### config.mk
export PLATFORM = sky130hd
export DESIGN_NAME = rst_src_ctrl
export DESIGN_NICKNAME = d
export VERILOG_FILES = /design/src/rtl/rsc_pkg.sv /design/src/rtl/rsc_sync.sv /design/src/rtl/rsc_pwrt.sv /design/src/rtl/rsc_flags.sv /design/src/rtl/rst_src_ctrl.sv
export SDC_FILE = /design/constraint.sdc
export NUM_CORES = 1
export LEC_CHECK = 0
export BUFFER_PORTS_ARGS = -buffer_cell sky130_fd_sc_hd__buf_2
export CAP_MARGIN = 10
export CELL_PAD_IN_SITES_DETAIL_PLACEMENT = 0
export CELL_PAD_IN_SITES_GLOBAL_PLACEMENT = 1
export CORE_MARGIN = 2
export CORE_UTILIZATION = 39
export DETAILED_ROUTE_END_ITERATION = 10
export PLACE_DENSITY_LB_ADDON = 0.05
export SLEW_MARGIN = 20
export SYNTH_ARGS = -nofsm -noshare
export SYNTH_HDL_FRONTEND = slang
export SYNTH_SLANG_ARGS = --single-unit
export TNS_END_PERCENT = 30
### constraint.sdc
create_clock -name clk_lf -period 1.6 [get_ports clk_lf]
set_input_delay 0 -clock clk_lf [delete_from_list [all_inputs] [get_ports clk_lf]]
set_output_delay 0 -clock clk_lf [all_outputs]
set_load 0.1 [all_outputs]
### src/rtl/rsc_pkg.sv
package rsc_pkg;
    localparam int FLAG_W = 7;

    localparam int F_POR = 0;
    localparam int F_BOR = 1;
    localparam int F_PIN = 2;
    localparam int F_WDT = 3;
    localparam int F_TO  = 4;
    localparam int F_PD  = 5;
    localparam int F_WIN = 6;

    typedef logic [FLAG_W-1:0] flags_t;

    localparam flags_t FLAGS_AT_POR      = 7'b011_1110;
    localparam flags_t FLAGS_SW_SETTABLE = 7'b011_1111;

    typedef enum logic [1:0] {
        CAUSE_NONE,
        CAUSE_BOR,
        CAUSE_PIN,
        CAUSE_WDT
    } cause_e;
endpackage

### src/rtl/rsc_sync.sv
module rsc_sync #(
    parameter int   STAGES  = 2,
    parameter logic RST_VAL = 1'b0
) (
    input  logic clk_i,
    input  logic arst_i,
    input  logic load_i,
    input  logic d_i,
    output logic q_o
);
    logic [STAGES-1:0] chain_d, chain_q;

    always_comb begin
        if (load_i) chain_d = {STAGES{RST_VAL}};
        else        chain_d = {chain_q[STAGES-2:0], d_i};
    end

    always_ff @(posedge clk_i or posedge arst_i) begin
        if (arst_i) chain_q <= {STAGES{RST_VAL}};
        else        chain_q <= chain_d;
    end

    assign q_o = chain_q[STAGES-1];
endmodule

### src/rtl/rsc_pwrt.sv
module rsc_pwrt #(
    parameter int CYCLES = 2048
) (
    input  logic clk_i,
    input  logic arst_i,
    input  logic hold_i,
    input  logic en_i,
    output logic run_o
);
    localparam int          CW   = (CYCLES > 2) ? $clog2(CYCLES) : 1;
    localparam logic [CW-1:0] LAST = CW'(CYCLES - 1);

    typedef struct packed {
        logic          run;
        logic [CW-1:0] cnt;
    } pwrt_st_t;

    pwrt_st_t st_d, st_q;

    always_comb begin
        st_d = st_q;
        if (hold_i) begin
            st_d.run = en_i;
            st_d.cnt = '0;
        end else if (st_q.run) begin
            if (st_q.cnt == LAST) begin
                st_d.run = 1'b0;
                st_d.cnt = '0;
            end else begin
                st_d.cnt = st_q.cnt + 1'b1;
            end
        end
    end

    always_ff @(posedge clk_i or posedge arst_i) begin
        if (arst_i) st_q <= '0;
        else        st_q <= st_d;
    end

    assign run_o = st_q.run;
endmodule

### src/rtl/rsc_flags.sv
module rsc_flags
    import rsc_pkg::*;
(
    input  logic   clk_i,
    input  logic   arst_i,
    input  logic   por_i,
    input  logic   bor_i,
    input  logic   pin_i,
    input  logic   wdt_tmo_i,
    input  logic   wdt_win_i,
    input  logic   wr_en_i,
    input  flags_t wr_data_i,
    output flags_t flags_o
);
    typedef struct packed {
        flags_t flg;
    } flag_st_t;

    flag_st_t st_d, st_q;
    cause_e   cause;

    always_comb begin
        cause = CAUSE_NONE;
        if (bor_i)                       cause = CAUSE_BOR;
        else if (pin_i)                  cause = CAUSE_PIN;
        else if (wdt_tmo_i || wdt_win_i) cause = CAUSE_WDT;
    end

    always_comb begin
        st_d = st_q;
        if (por_i) begin
            st_d.flg = FLAGS_AT_POR;
        end else begin
            if (wr_en_i) st_d.flg = st_q.flg | (wr_data_i & FLAGS_SW_SETTABLE);
            unique case (cause)
                CAUSE_BOR: st_d.flg[F_BOR] = 1'b0;
                CAUSE_PIN: st_d.flg[F_PIN] = 1'b0;
                CAUSE_WDT: begin
                    st_d.flg[F_WDT] = 1'b0;
                    st_d.flg[F_TO]  = 1'b0;
                    st_d.flg[F_PD]  = 1'b1;
                    st_d.flg[F_WIN] = wdt_win_i;
                end
                default: ;
            endcase
        end
    end

    always_ff @(posedge clk_i or posedge arst_i) begin
        if (arst_i) st_q.flg <= FLAGS_AT_POR;
        else        st_q     <= st_d;
    end

    assign flags_o = st_q.flg;
endmodule

### src/rtl/rst_src_ctrl.sv
module rst_src_ctrl
    import rsc_pkg::*;
#(
    parameter int PWRT_CYCLES = 2048,
    parameter int SYNC_STAGES = 2
) (
    input  logic              clk_lf,
    input  logic              por_raw,
    input  logic              bor_raw,
    input  logic              lpbor_raw,
    input  logic              pin_lvl,
    input  logic              wdt_tmo,
    input  logic              wdt_win,
    input  logic              prog_exit,
    input  logic              cfg_lpbor_off,
    input  logic              cfg_pin_en,
    input  logic              cfg_lvp,
    input  logic              cfg_pwrt_off,
    input  logic              flag_wr_en,
    input  logic [FLAG_W-1:0] flag_wr_data,
    output logic              dev_rst,
    output logic              bor_comb,
    output logic [FLAG_W-1:0] flags
);
    typedef struct packed {
        logic wdt_rst;
    } top_st_t;

    top_st_t top_d, top_q;
    logic    por_s, bor_s, pin_s, pin_act, pwrt_run;

    assign bor_comb = bor_raw | (lpbor_raw & ~cfg_lpbor_off);

    // power-on release chain; leaving programming mode reloads it
    rsc_sync #(.STAGES(SYNC_STAGES), .RST_VAL(1'b1)) u_por_sync (
        .clk_i(clk_lf), .arst_i(por_raw), .load_i(prog_exit),
        .d_i(1'b0), .q_o(por_s)
    );

    rsc_sync #(.STAGES(SYNC_STAGES), .RST_VAL(1'b0)) u_bor_sync (
        .clk_i(clk_lf), .arst_i(por_raw), .load_i(1'b0),
        .d_i(bor_comb), .q_o(bor_s)
    );

    rsc_sync #(.STAGES(SYNC_STAGES), .RST_VAL(1'b1)) u_pin_sync (
        .clk_i(clk_lf), .arst_i(por_raw), .load_i(1'b0),
        .d_i(pin_lvl), .q_o(pin_s)
    );

    assign pin_act = ~pin_s & (cfg_pin_en | cfg_lvp);

    rsc_pwrt #(.CYCLES(PWRT_CYCLES)) u_pwrt (
        .clk_i(clk_lf), .arst_i(por_raw), .hold_i(por_s | bor_s),
        .en_i(~cfg_pwrt_off), .run_o(pwrt_run)
    );

    rsc_flags u_flags (
        .clk_i(clk_lf), .arst_i(por_raw), .por_i(por_s), .bor_i(bor_s),
        .pin_i(pin_act), .wdt_tmo_i(wdt_tmo), .wdt_win_i(wdt_win),
        .wr_en_i(flag_wr_en), .wr_data_i(flag_wr_data), .flags_o(flags)
    );

    always_comb begin
        top_d         = top_q;
        top_d.wdt_rst = wdt_tmo | wdt_win;
    end

    always_ff @(posedge clk_lf or posedge por_raw) begin
        if (por_raw) top_q <= '0;
        else         top_q <= top_d;
    end

    assign dev_rst = por_raw | por_s | bor_s | pin_act | pwrt_run | top_q.wdt_rst;
endmodule

==> Yosys cells after proc, flatten, opt, wreduce, memory -nomap -nowiden <==
Cells that the tools add are included.
{ "totals": {"in_bits": 20, "regBits": 26, "out_inout_bits": 9} }
{ "op_classes": {"n_bitwise": 15, "eq_ne": 4, "muxes": 13, "n_reduce_logical": 6, "n_addsub": 1} }
{ "ops": {"columns": ["cell", "n"], "rows": [
  ["12-bit 2-to-1 mux", 2],
  ["7-bit 2-to-1 mux", 2],
  ["11-bit by 1-bit adder with 11-bit output (second input constant)", 1],
  ["11-bit equality test (second input constant)", 1],
  ["11-bit 2-to-1 mux", 1],
  ["1-bit bitwise OR", 9],
  ["3-bit nonzero test", 3],
  ["2-bit 2-to-1 mux", 4],
  ["7-bit by 6-bit bitwise OR with 7-bit output", 1],
  ["2-bit equality test (second input constant)", 2],
  ["4-bit 2-to-1 mux", 1],
  ["2-bit nonzero test", 2],
  ["1-bit 2-to-1 mux", 3],
  ["1-bit NOT", 3],
  ["1-bit AND", 2],
  ["2-bit by 1-bit equality test with 1-bit output (second input constant)", 1],
  ["1-bit logical OR", 1]
]} }

==> Logic depth before layout (Yosys ltp) <==
Gate-level depths: netlist of the first run.
{ "logic_depth": {"ltp_word": 7, "depth_mapped": 5, "mapped_depth_nobuf": 5} }

==> By module <==
A second synthesis of the first run with hierarchy kept.
{ "hier_totals": {"hier_cells": 113, "hier_area_um2": 1227.4} }
{ "by_module_without_submodules": {"columns": ["mod", "cells_per_inst", "instances", "area_each_um2"], "rows": [
  ["rsc_pwrt", 61, 1, 641.9],
  ["rsc_flags", 25, 1, 294.0],
  ["rsc_sync at u_pin_sync ...", 5, 2, 68.8],
  ["rst_src_ctrl", 12, 1, 87.6],
  ["rsc_sync at u_bor_sync", 5, 1, 66.3]
]} }

==> Least setup slack after synthesis of the first run <==
Ideal clock, no wire load.
{ "synth_timing": {"path_kind": "register to output", "start": "reg u_por_sync.chain_q[1]", "end": "out dev_rst", "n_path_buf": 1, "path_stages_with_launch": 5, "arrival_ns": 1.892, "slack_ns": -0.292, "path_cell_list": "dfstp_2 -> clkbuf_1 -> or2_2 -> nor2_1 -> nand3_1"} }
{ "synth_between": {"elab_chain_cells": 5} }
{ "synth_lines": {"columns": ["item", "line", "rtl"], "rows": [
  ["from (decl)", "rsc_sync.sv:11", "logic [STAGES-1:0] chain_d, chain_q;"],
  ["from (signal assigned)", "rsc_sync.sv:19", "if (arst_i) chain_q <= {STAGES{RST_VAL}};"],
  ["from (signal assigned)", "rsc_sync.sv:20", "else chain_q <= chain_d;"],
  ["1-bit bitwise OR (5 in a row)", "rst_src_ctrl.sv:73", "assign dev_rst = por_raw | por_s | bor_s | pin_act | pwrt_run | top_q.wdt_rst;"],
  ["to (decl)", "rst_src_ctrl.sv:21", "output logic dev_rst,"]
]} }
No other way between the ends.

==> Final worst setup path of the first run <==
{ "layout_timing": {"start": "reg u_pwrt.st_q[1] (netlist bit)", "end": "reg u_pwrt.st_q[7] (netlist bit)"} }
{ "layout_between": {"elab_chain_cells": 4, "word_cells_on_any_way": 5} }
{ "layout_lines": {"columns": ["item", "line", "rtl"], "rows": [
  ["from (decl)", "rsc_pwrt.sv:18", "pwrt_st_t st_d, st_q;"],
  ["from (signal assigned)", "rsc_pwrt.sv:37", "else st_q <= st_d;"],
  ["11-bit by 1-bit adder with 11-bit output or 11-bit equality test (tied branches)", "rsc_pwrt.sv:30, rsc_pwrt.sv:26", null],
  ["11-bit 2-to-1 mux *", "rsc_pwrt.sv:26", "if (st_q.cnt == LAST) begin"],
  ["12-bit 2-to-1 mux *", "rsc_pwrt.sv:25", "end else if (st_q.run) begin"],
  ["12-bit 2-to-1 mux *", "rsc_pwrt.sv:22", "if (hold_i) begin"]
]} }
Mark *: on every way between the ends. The rest lies on a longest branch, timed or not. The select of a mux whose other input is x is not followed.
A chain may end at the register's enable or synchronous reset.

==> out/metrics.yaml, run 1 <==
clock_network:
  cts.sinks: 26
  htree_num_levels: 1
  insertion_delay_ns: 0.31
  root_buffer: "clkbuf_4"
  clkSlewWorstSetupHoldPaths_ns: 0.14
  cts_tree: "yes"
  clockBufferDepth: 2
  cts_buffers: 3
floorplanning:
  io_pins: 29
  dieHeight_um: 57.32
  core_area_um2: 2734
  fp.dieArea_um2: 3285
  start_util_pct: 40.55
  die-width_um: 57.32
  row_count: 19
sta:
  fmax_mhz: 636.5
  rsz0062_at_grt: "yes"
  hold_viol: 0
  period_share_pct: 98.20
  tns_ns: 0
  whs_ns: 0.1141
  slew-limit-headroom_pct: 63.36
  slew_viol_final: 0
  tightest_slew_ns: 0.5490
  skew_ns: 0.006423
  fin_crit_ns: 1.571
  finalSetupViolCount: 0
critical_path:
  reg2reg_slack_ns: 0.03
  max_stage_delay_ns: 0.45
  crit_family: "simple AND/OR/NAND/NOR gates"
  start_kind: "register"
  slowest_stage: "dfrtp_1"
  startpoint: "u_pwrt.st_q[1]"
  crit_path_cell_trace: "ha_4 -> nand4_1 -> o311ai_2 -> buf_4 -> or3_1 -> o21ai_1"
  critPathArrivalTime_ns: 1.82
  r2r_cells: 6
  crit_type: "reg -> reg"
  cp_num_buf_inv: 1
  end_kind: "register"
  reg2reg_from: "u_pwrt.st_q[1]"
  critPathMaxFanout: 5
  crit_cells: 6
  r2r_end: "u_pwrt.st_q[7]"
  required_ns: 1.85
  crit_path_end: "u_pwrt.st_q[7]"
synth:
  ys.flop_type: "dfrtp_1"
  synth_top_area_share_pct: 38.37
  syn_inst: 103
  syn_nets: 124
  ys_async_sr_fraction_pct: 100.0
  netlist_area_um2: 1109
  ys_seq_area_share_pct: 59.71
  postSynthAreaPerCell_um2: 10.76
  synth_edf_count: 0
  ys_top_cells_by_area: "dfrtp_1 (38%), dfstp_2 (21%), a21oi_1 (5.0%)"
  ys_ff_latch: 26
  synth_top_cell_by_area: "dfrtp_1"
  yosys_warnings: 0
  synth_cell_types: 28
power:
  p_leak_nw: 0.7271
  p_seq_share_pct: 60.0
  finalPower_mw: 1.151
  power_frac_comb_pct: 15.8
  power.switching_mw: 0.3018
  internal-power_mw: 0.8496
  power_density_nw_per_um2: 700.3
  swShare_pct: 26.21
  vdd_ir_drop_max_uv: 509.0
  power.share.clock_pct: 24.1
global_route:
  grt_util_met2_pct: 29.56
  grt_overflow_total: 0
  grt_use_met3_pct: 2.041
  use_met1_pct: 21.46
  grt-busiest-layer: "met2"
  antenna_found_initial: 0
  grt_pass1_vias: 945
  gr-usage-all-layers_pct: 16.87
  grt_pass1_wl_um: 4209
  grt_max_degree: 15
route:
  wl_um: 2628
  drcViolationCount: 0
  dr.pass1.iters: 4
  drt-initial-drc-count: 28
  avgRoutedWirePerCell_um: 13.48
  ant_nets: 0
  vias: 977
  via_per_inst: 5.010
hold_path:
  hold_path.class: "in -> reg"
final_layout:
  drive_gt1_share_pct: 37.80
  final_common_cell: "buf_2"
  diodes: 0
  area_growth_pct: 48.31
  fill_cells: 246
  fin_nets: 186
  mostFrequentLayoutCells: "buf_2 (26), dfrtp_1 (17), dlygate4sd3_1 (16), buf_4 (14), a21oi_1 (11)"
place:
  numPortBuffers: 27
  hpwl_um: 1769
  place_congestion: 0.7349
job:
  drv_cap: 0
status:
  status: "finished clean"
==> logic make-up (layout without fill, tap and decap cells) <==
| family | count (synthesis) | after routing | share of synthesized area, % |
|---|---|---|---|
| xor gates and xnor gates | 2 | 2 | 1.580 |
| muxes | 1 | 1 | 0.9030 |
| buffers and inverters | 8 | 69 | 2.709 |
| adders and majority gates | 1 | 1 | 1.128 |
| and+or+nand+nor | 35 | 35 | 17.16 |
| AOI/OAI and AO/OA | 30 | 30 | 16.82 |
| DFF | 26 | 26 | 59.71 |
==> stage by stage <==
step | area (µm²) | instances | worst slack, ns | utilization (%)
4_1_cts | 1587 | 192 | 0.005363 | 58.03
2_1_floorplan | 1121 | 103 | 0.07259 | -
3_3_place_gp | 1386 | 171 | 0.05397 | 50.71
5_1_grt | 1644 | 195 | -0.05955 | 60.14
3_5_place_dp | 1386 | 171 | 0.03530 | 50.71
6_report | 1644 | 195 | 0.02884 | 60.14
==> per-layer routing <==
metal	vias to the layer above	wire [µm]
met3	2	80
met1	461	1176
li1	490	-
met4	0	17
met2	24	1354
met5	-	0
==> area by class of cell <==
cell class / instances / area, µm² / area share [%]
sequential: 26 / 661.9 / 40.26
multi-input combinational: 69 / 460.4 / 28.01
timing repair buffer: 58 / 430.4 / 26.18
tap: 31 / 38.79 / 2.359
inverter: 7 / 26.28 / 1.598
clock buffer: 3 / 22.52 / 1.370
clock inverter: 1 / 3.754 / 0.2283
==> power groups by stage <==
stage / clock, mW / combinational (mW) / sequential [mW]
after floorplan: 0 / 0.0528 / 0.738
after CTS: 0.289 / 0.178 / 0.690
after global routing: 0.323 / 0.196 / 0.694
after global placement: 0 / 0.141 / 0.702
after detailed placement: 0 / 0.144 / 0.703
final: 0.278 / 0.182 / 0.691
==> timing repair <==
action / CTS / global route
gates resized for setup: 2 / 7
pin swaps: 0 / 1
setup endpoints to repair: 1 / 8
buffers inserted: 1 / 3
endpoints found under the hold margin: 22 / 0
hold buffers: 16 / 0
==> synth_stat cells, drive strengths merged (3+ instances only) <==
master,n
dfrtp,17
a21oi,11
dfstp,9
nor2,8
o21ai,8
inv,7
nand2,6
or3,6
o21bai,5
nand3,4
nand4,4
or2,3
==> worst min path at each step <==
stage	from	endpoint	slack, ns	cells after the start
3_5_place_dp	por_raw	top_q	0.09	2
3_3_place_gp	por_raw	top_q	0.08	2
5_1_grt	cfg_pin_en	u_flags.flags_o[2]	0.14	4
2_1_floorplan	pin_lvl	u_pin_sync.chain_q[0]	0.004	0
6_report	cfg_pin_en	u_flags.flags_o[2]	0.11	4
4_1_cts	cfg_pin_en	u_flags.flags_o[2]	0.1	4
==> registers in the layout, indices dropped and copies added (netlist names) <==
register            cells
u_pin_sync.chain_q      2
top_q                   1
u_flags.flags_o         7
u_bor_sync.chain_q      2
u_por_sync.chain_q      2
u_pwrt.st_q            11
u_pwrt.run_o            1
==> worst min-delay path, delay by kind of cell <==
family / cells / cell delay [ns]
AND/OR/NAND/NOR: 1 / 0.15
buffers and inverters: 1 / 0.08
AO/OA/AOI/OAI: 2 / 0.21
(Power assumes the default switching activity.)
==> inputs of run 2 (changes only) <==
--- a/config.mk
+++ b/config.mk
@@ -10,11 +10,12 @@
 export CELL_PAD_IN_SITES_DETAIL_PLACEMENT = 0
 export CELL_PAD_IN_SITES_GLOBAL_PLACEMENT = 1
 export CORE_MARGIN = 2
-export CORE_UTILIZATION = 39
+export CORE_UTILIZATION = 40
 export DETAILED_ROUTE_END_ITERATION = 10
 export PLACE_DENSITY_LB_ADDON = 0.05
 export SLEW_MARGIN = 20
 export SYNTH_ARGS = -nofsm -noshare
 export SYNTH_HDL_FRONTEND = slang
+export SYNTH_HIERARCHICAL = 1
 export SYNTH_SLANG_ARGS = --single-unit
 export TNS_END_PERCENT = 30
==> run 2 against run 1 <==
  * Worst hold slack got worse by 0.018 ns
  * Via count up 5.6%
  * Power shrank 0.18%
  * Final area rose by 4.7%
  * Clock power increased by 4%
  * First-iteration DRC count fell by 7.1%
  * Setup slack lost 0.0014 ns
  * Clock-buffer cell count unchanged
  * Area after synthesis increased by 11%
  * Flip-flop and latch count unchanged
  * Core utilization is 2.3 points lower
==> out/metrics.yaml, run 2 <==
critical_path:
  required_ns: 1.87  # +0.02 ns
  reg2reg_from: "u_pwrt/st_q[1]"
  critPathArrivalTime_ns: 1.84  # +0.02 ns
  max_stage_delay_ns: 0.41  # -0.04 ns
  end_kind: "register"
  slowest_stage: "dfrtp_1"
  crit_type: "reg -> reg"
  crit_path_cell_trace: "ha_2 -> and4_4 -> a311oi_4 -> buf_6 -> nand4_1 -> o21ai_1"
  start_kind: "register"
  reg2reg_slack_ns: 0.03  # about the same
  critPathMaxFanout: 5  # unchanged
  startpoint: "u_pwrt/st_q[1]"
clock_network:
  cts_tree: "yes"
  insertion_delay_ns: 0.33  # +0.02 ns
  cts_buffers: 3  # unchanged
  htree_num_levels: 1  # unchanged
  clkSlewWorstSetupHoldPaths_ns: 0.14  # about the same
  cts.sinks: 26  # unchanged
  root_buffer: "clkbuf_4"
  clockBufferDepth: 2  # unchanged
synth:
  postSynthAreaPerCell_um2: 10.86  # +0.92%
  synth_top_family_by_area: "simple AND/OR/NAND/NOR gates"
  ys_ff_latch: 26  # unchanged
  synth_top_cell_by_area: "dfrtp_1"
  synth_edf_count: 0  # unchanged
  synthAdderAreaFrac_pct: 1.019  # -0.11 points
  synth_cell_types: 36  # +29%
  ys_top_cells_by_area: "dfrtp_1 (35%), dfstp_2 (19%), nor2_1 (3.4%)"
  ys_seq_area_share_pct: 53.92  # -5.8 points
  synth_xor_area_share_pct: 2.854  # +1.3 points
  netlist_area_um2: 1227  # +11%
  yosys_warnings: 6  # +6
  synth-compound-area-share_pct: 13.86  # -3.0 points
  ys_async_sr_fraction_pct: 100.0  # unchanged
  syn_inst: 113  # +9.7%
  synth_top_area_share_pct: 34.66  # -3.7 points
  yosysMostFrequentCell: "dfrtp_1"
  synth_common_cells: "dfrtp_1 (17), nor2_1 (11), dfstp_2 (9), inv_1 (9), a21oi_1 (8)"
  synthSimpleGateAreaFrac_pct: 19.98  # +2.8 points
  muxShareOfSynthArea_pct: 2.548  # +1.6 points
  ys.flop_type: "dfrtp_1"
sta:
  slew_viol_final: 0  # unchanged
  finalSetupViolCount: 0  # unchanged
  skew_ns: 0.006188  # -0.0002350 ns
  finalWorstSetupSlack_ns: 0.02745  # -0.001391 ns
  hold_viol: 0  # unchanged
  fmax_mhz: 635.9  # about the same
  period_share_pct: 98.28  # about the same
  fin_crit_ns: 1.573  # +0.001391 ns
  rsz0062_at_grt: "yes"
  tns_ns: 0  # unchanged
final_layout:
  fin_nets: 200  # +7.5%
  mostFrequentLayoutCells: "buf_2 (27), dlygate4sd3_1 (18), dfrtp_1 (17), buf_4 (14), nor2_1 (11)"
  final_common_cell: "buf_2"
  drive_gt1_share_pct: 35.96  # -1.8 points
  largest_reg_flops: 11  # unchanged
  diodes: 0  # unchanged
  largest-register: "u_pwrt/st_q"
  area_growth_pct: 40.26
floorplanning:
  fp.dieArea_um2: 3528  # +7.4%
  start_util_pct: 41.22  # +0.67 points
  row_count: 20  # +1
  dieHeight_um: 59.40  # +3.6%
  io_pins: 29  # unchanged
  core_area_um2: 2978  # +8.9%
  die-width_um: 59.40  # +3.6%
global_route:
  grt_pass1_wl_um: 4436  # +5.4%
  gr-usage-all-layers_pct: 16.93  # +0.069 points
  grt_overflow_total: 0  # unchanged
  grt_max_degree: 15  # unchanged
  antenna_found_initial: 0  # unchanged
  grt_pass1_vias: 1084  # +15%
route:
  maxUsedRoutingLayer: "met4"
  wl_um: 2626  # about the same
  dr.pass1.iters: 4  # unchanged
  via_per_inst: 4.891  # -2.4%
  met2WireLength_um: 1209  # -11%
  ant_nets: 0  # unchanged
  vias: 1032  # +5.6%
  wl_met3_um: 85  # +6.3%
  wl_met1_um: 1279  # +8.8%
  drt-initial-drc-count: 26  # -7.1%
  drcViolationCount: 0  # unchanged
  avgRoutedWirePerCell_um: 12.45  # -7.7%
place:
  place_congestion: 0.8574  # +17%
  pre_cts_slack_ns: -0.003364  # -0.03866 ns
  hpwl_um: 1869  # +5.6%
  numPortBuffers: 27  # unchanged
hold_path:
  hold_path.class: "in -> async"
power:
  power.share.clock_pct: 25.1  # +1.0 points
  internal-power_mw: 0.8449  # -0.55%
  power_density_nw_per_um2: 667.6  # -4.7%
  power_frac_comb_pct: 15.2  # -0.6 points
  swShare_pct: 26.49  # +0.28 points
  vdd_ir_drop_max_uv: 406.3  # -20%
  p_leak_nw: 0.8391  # +15%
  power.switching_mw: 0.3044  # +0.88%
  p_seq_share_pct: 59.7  # -0.3 points
job:
  drv_cap: 0  # unchanged
status:
  status: "finished clean"
[run 2: path summary, 6_finish.rpt]
check,end,cells past startpoint
hold reg to reg,u_bor_sync/chain_q[1],1
max in group asynchronous,u_pwrt/st_q[7],3
hold / removal,u_bor_sync/chain_q[0],3
setup / recovery,u_pwrt/st_q[4],6
setup reg to reg,u_pwrt/st_q[4],6
min in group clk_lf,u_flags/flags_o[2],5
[run 2: cell families (layout without fill, tap and decap cells)]
logic type / Yosys count / count (layout)
adder cells (fa/ha/maj): 1 / 1
XOR/XNOR: 4 / 4
buffers and inverters: 12 / 73
AND/OR/NAND/NOR: 43 / 43
other: 1 / 5
multiplexers: 3 / 3
flip-flops: 26 / 26
AO/OA/AOI/OAI: 23 / 23
[run 2: what timing repair did]
item / CTS / global route
hold buffers: 18 / 0
pin swaps: 1 / 6
endpoints found under the setup margin: 4 / 4
gates cloned: 0 / 1
setup buffers: 0 / 1
resized for setup: 2 / 3
endpoints found under the hold margin: 39 / 0
[run 2: final cells by class]
class,count,area [µm²]
fill,287,1256
timing repair buffer,60,431.7
tap,33,41.29
clock inverter,1,3.754
sequential,26,661.9
clock buffer,3,22.52
inverter,9,33.78
multi-input combinational,79,526.8
[run 2: metrics by stage]
| step | utilization, % | power, mW | hold WS, ns | cells | area (µm²) |
|---|---|---|---|---|---|
| 3_3_place_gp | 49.79 | 0.8306 | -0.09917 | 187 | 1483 |
| 5_1_grt | 57.82 | 1.196 | 0.1083 | 211 | 1722 |
| 6_report | 57.82 | 1.149 | 0.09633 | 211 | 1722 |
| 3_5_place_dp | 49.79 | 0.8345 | -0.09696 | 187 | 1483 |
| 4_1_cts | 56.89 | 1.159 | 0.08806 | 209 | 1694 |
| 2_1_floorplan | - | 0.7866 | -0.2630 | 117 | 1242 |
[run 2: critical path: cells and delay by family, from the launching register on]
| family | cells | cell delay (ns) |
|---|---|---|
| adder cells (fa/ha/maj) | 1 | 0.20 |
| AND/OR/NAND/NOR | 2 | 0.25 |
| buffers and inverters | 1 | 0.17 |
| flip-flops | 1 | 0.41 |
| AO/OA/AOI/OAI | 2 | 0.49 |
[run 2: power groups by stage]
stage	clock (mW)	sequential [mW]	combinational, mW
2_1_floorplan	0	0.725	0.0614
3_3_place_gp	0	0.697	0.133
3_5_place_dp	0	0.698	0.137
4_1_cts	0.301	0.686	0.171
5_1_grt	0.318	0.689	0.190
6_report	0.288	0.686	0.175
[run 2: per-layer routing]
layer | vias to the layer above | global-route usage, %
met3 | 5 | 1.965
li1 | 518 | -
met5 | - | 0
met2 | 22 | 27.32
met4 | 0 | 7.792
met1 | 487 | 22.72
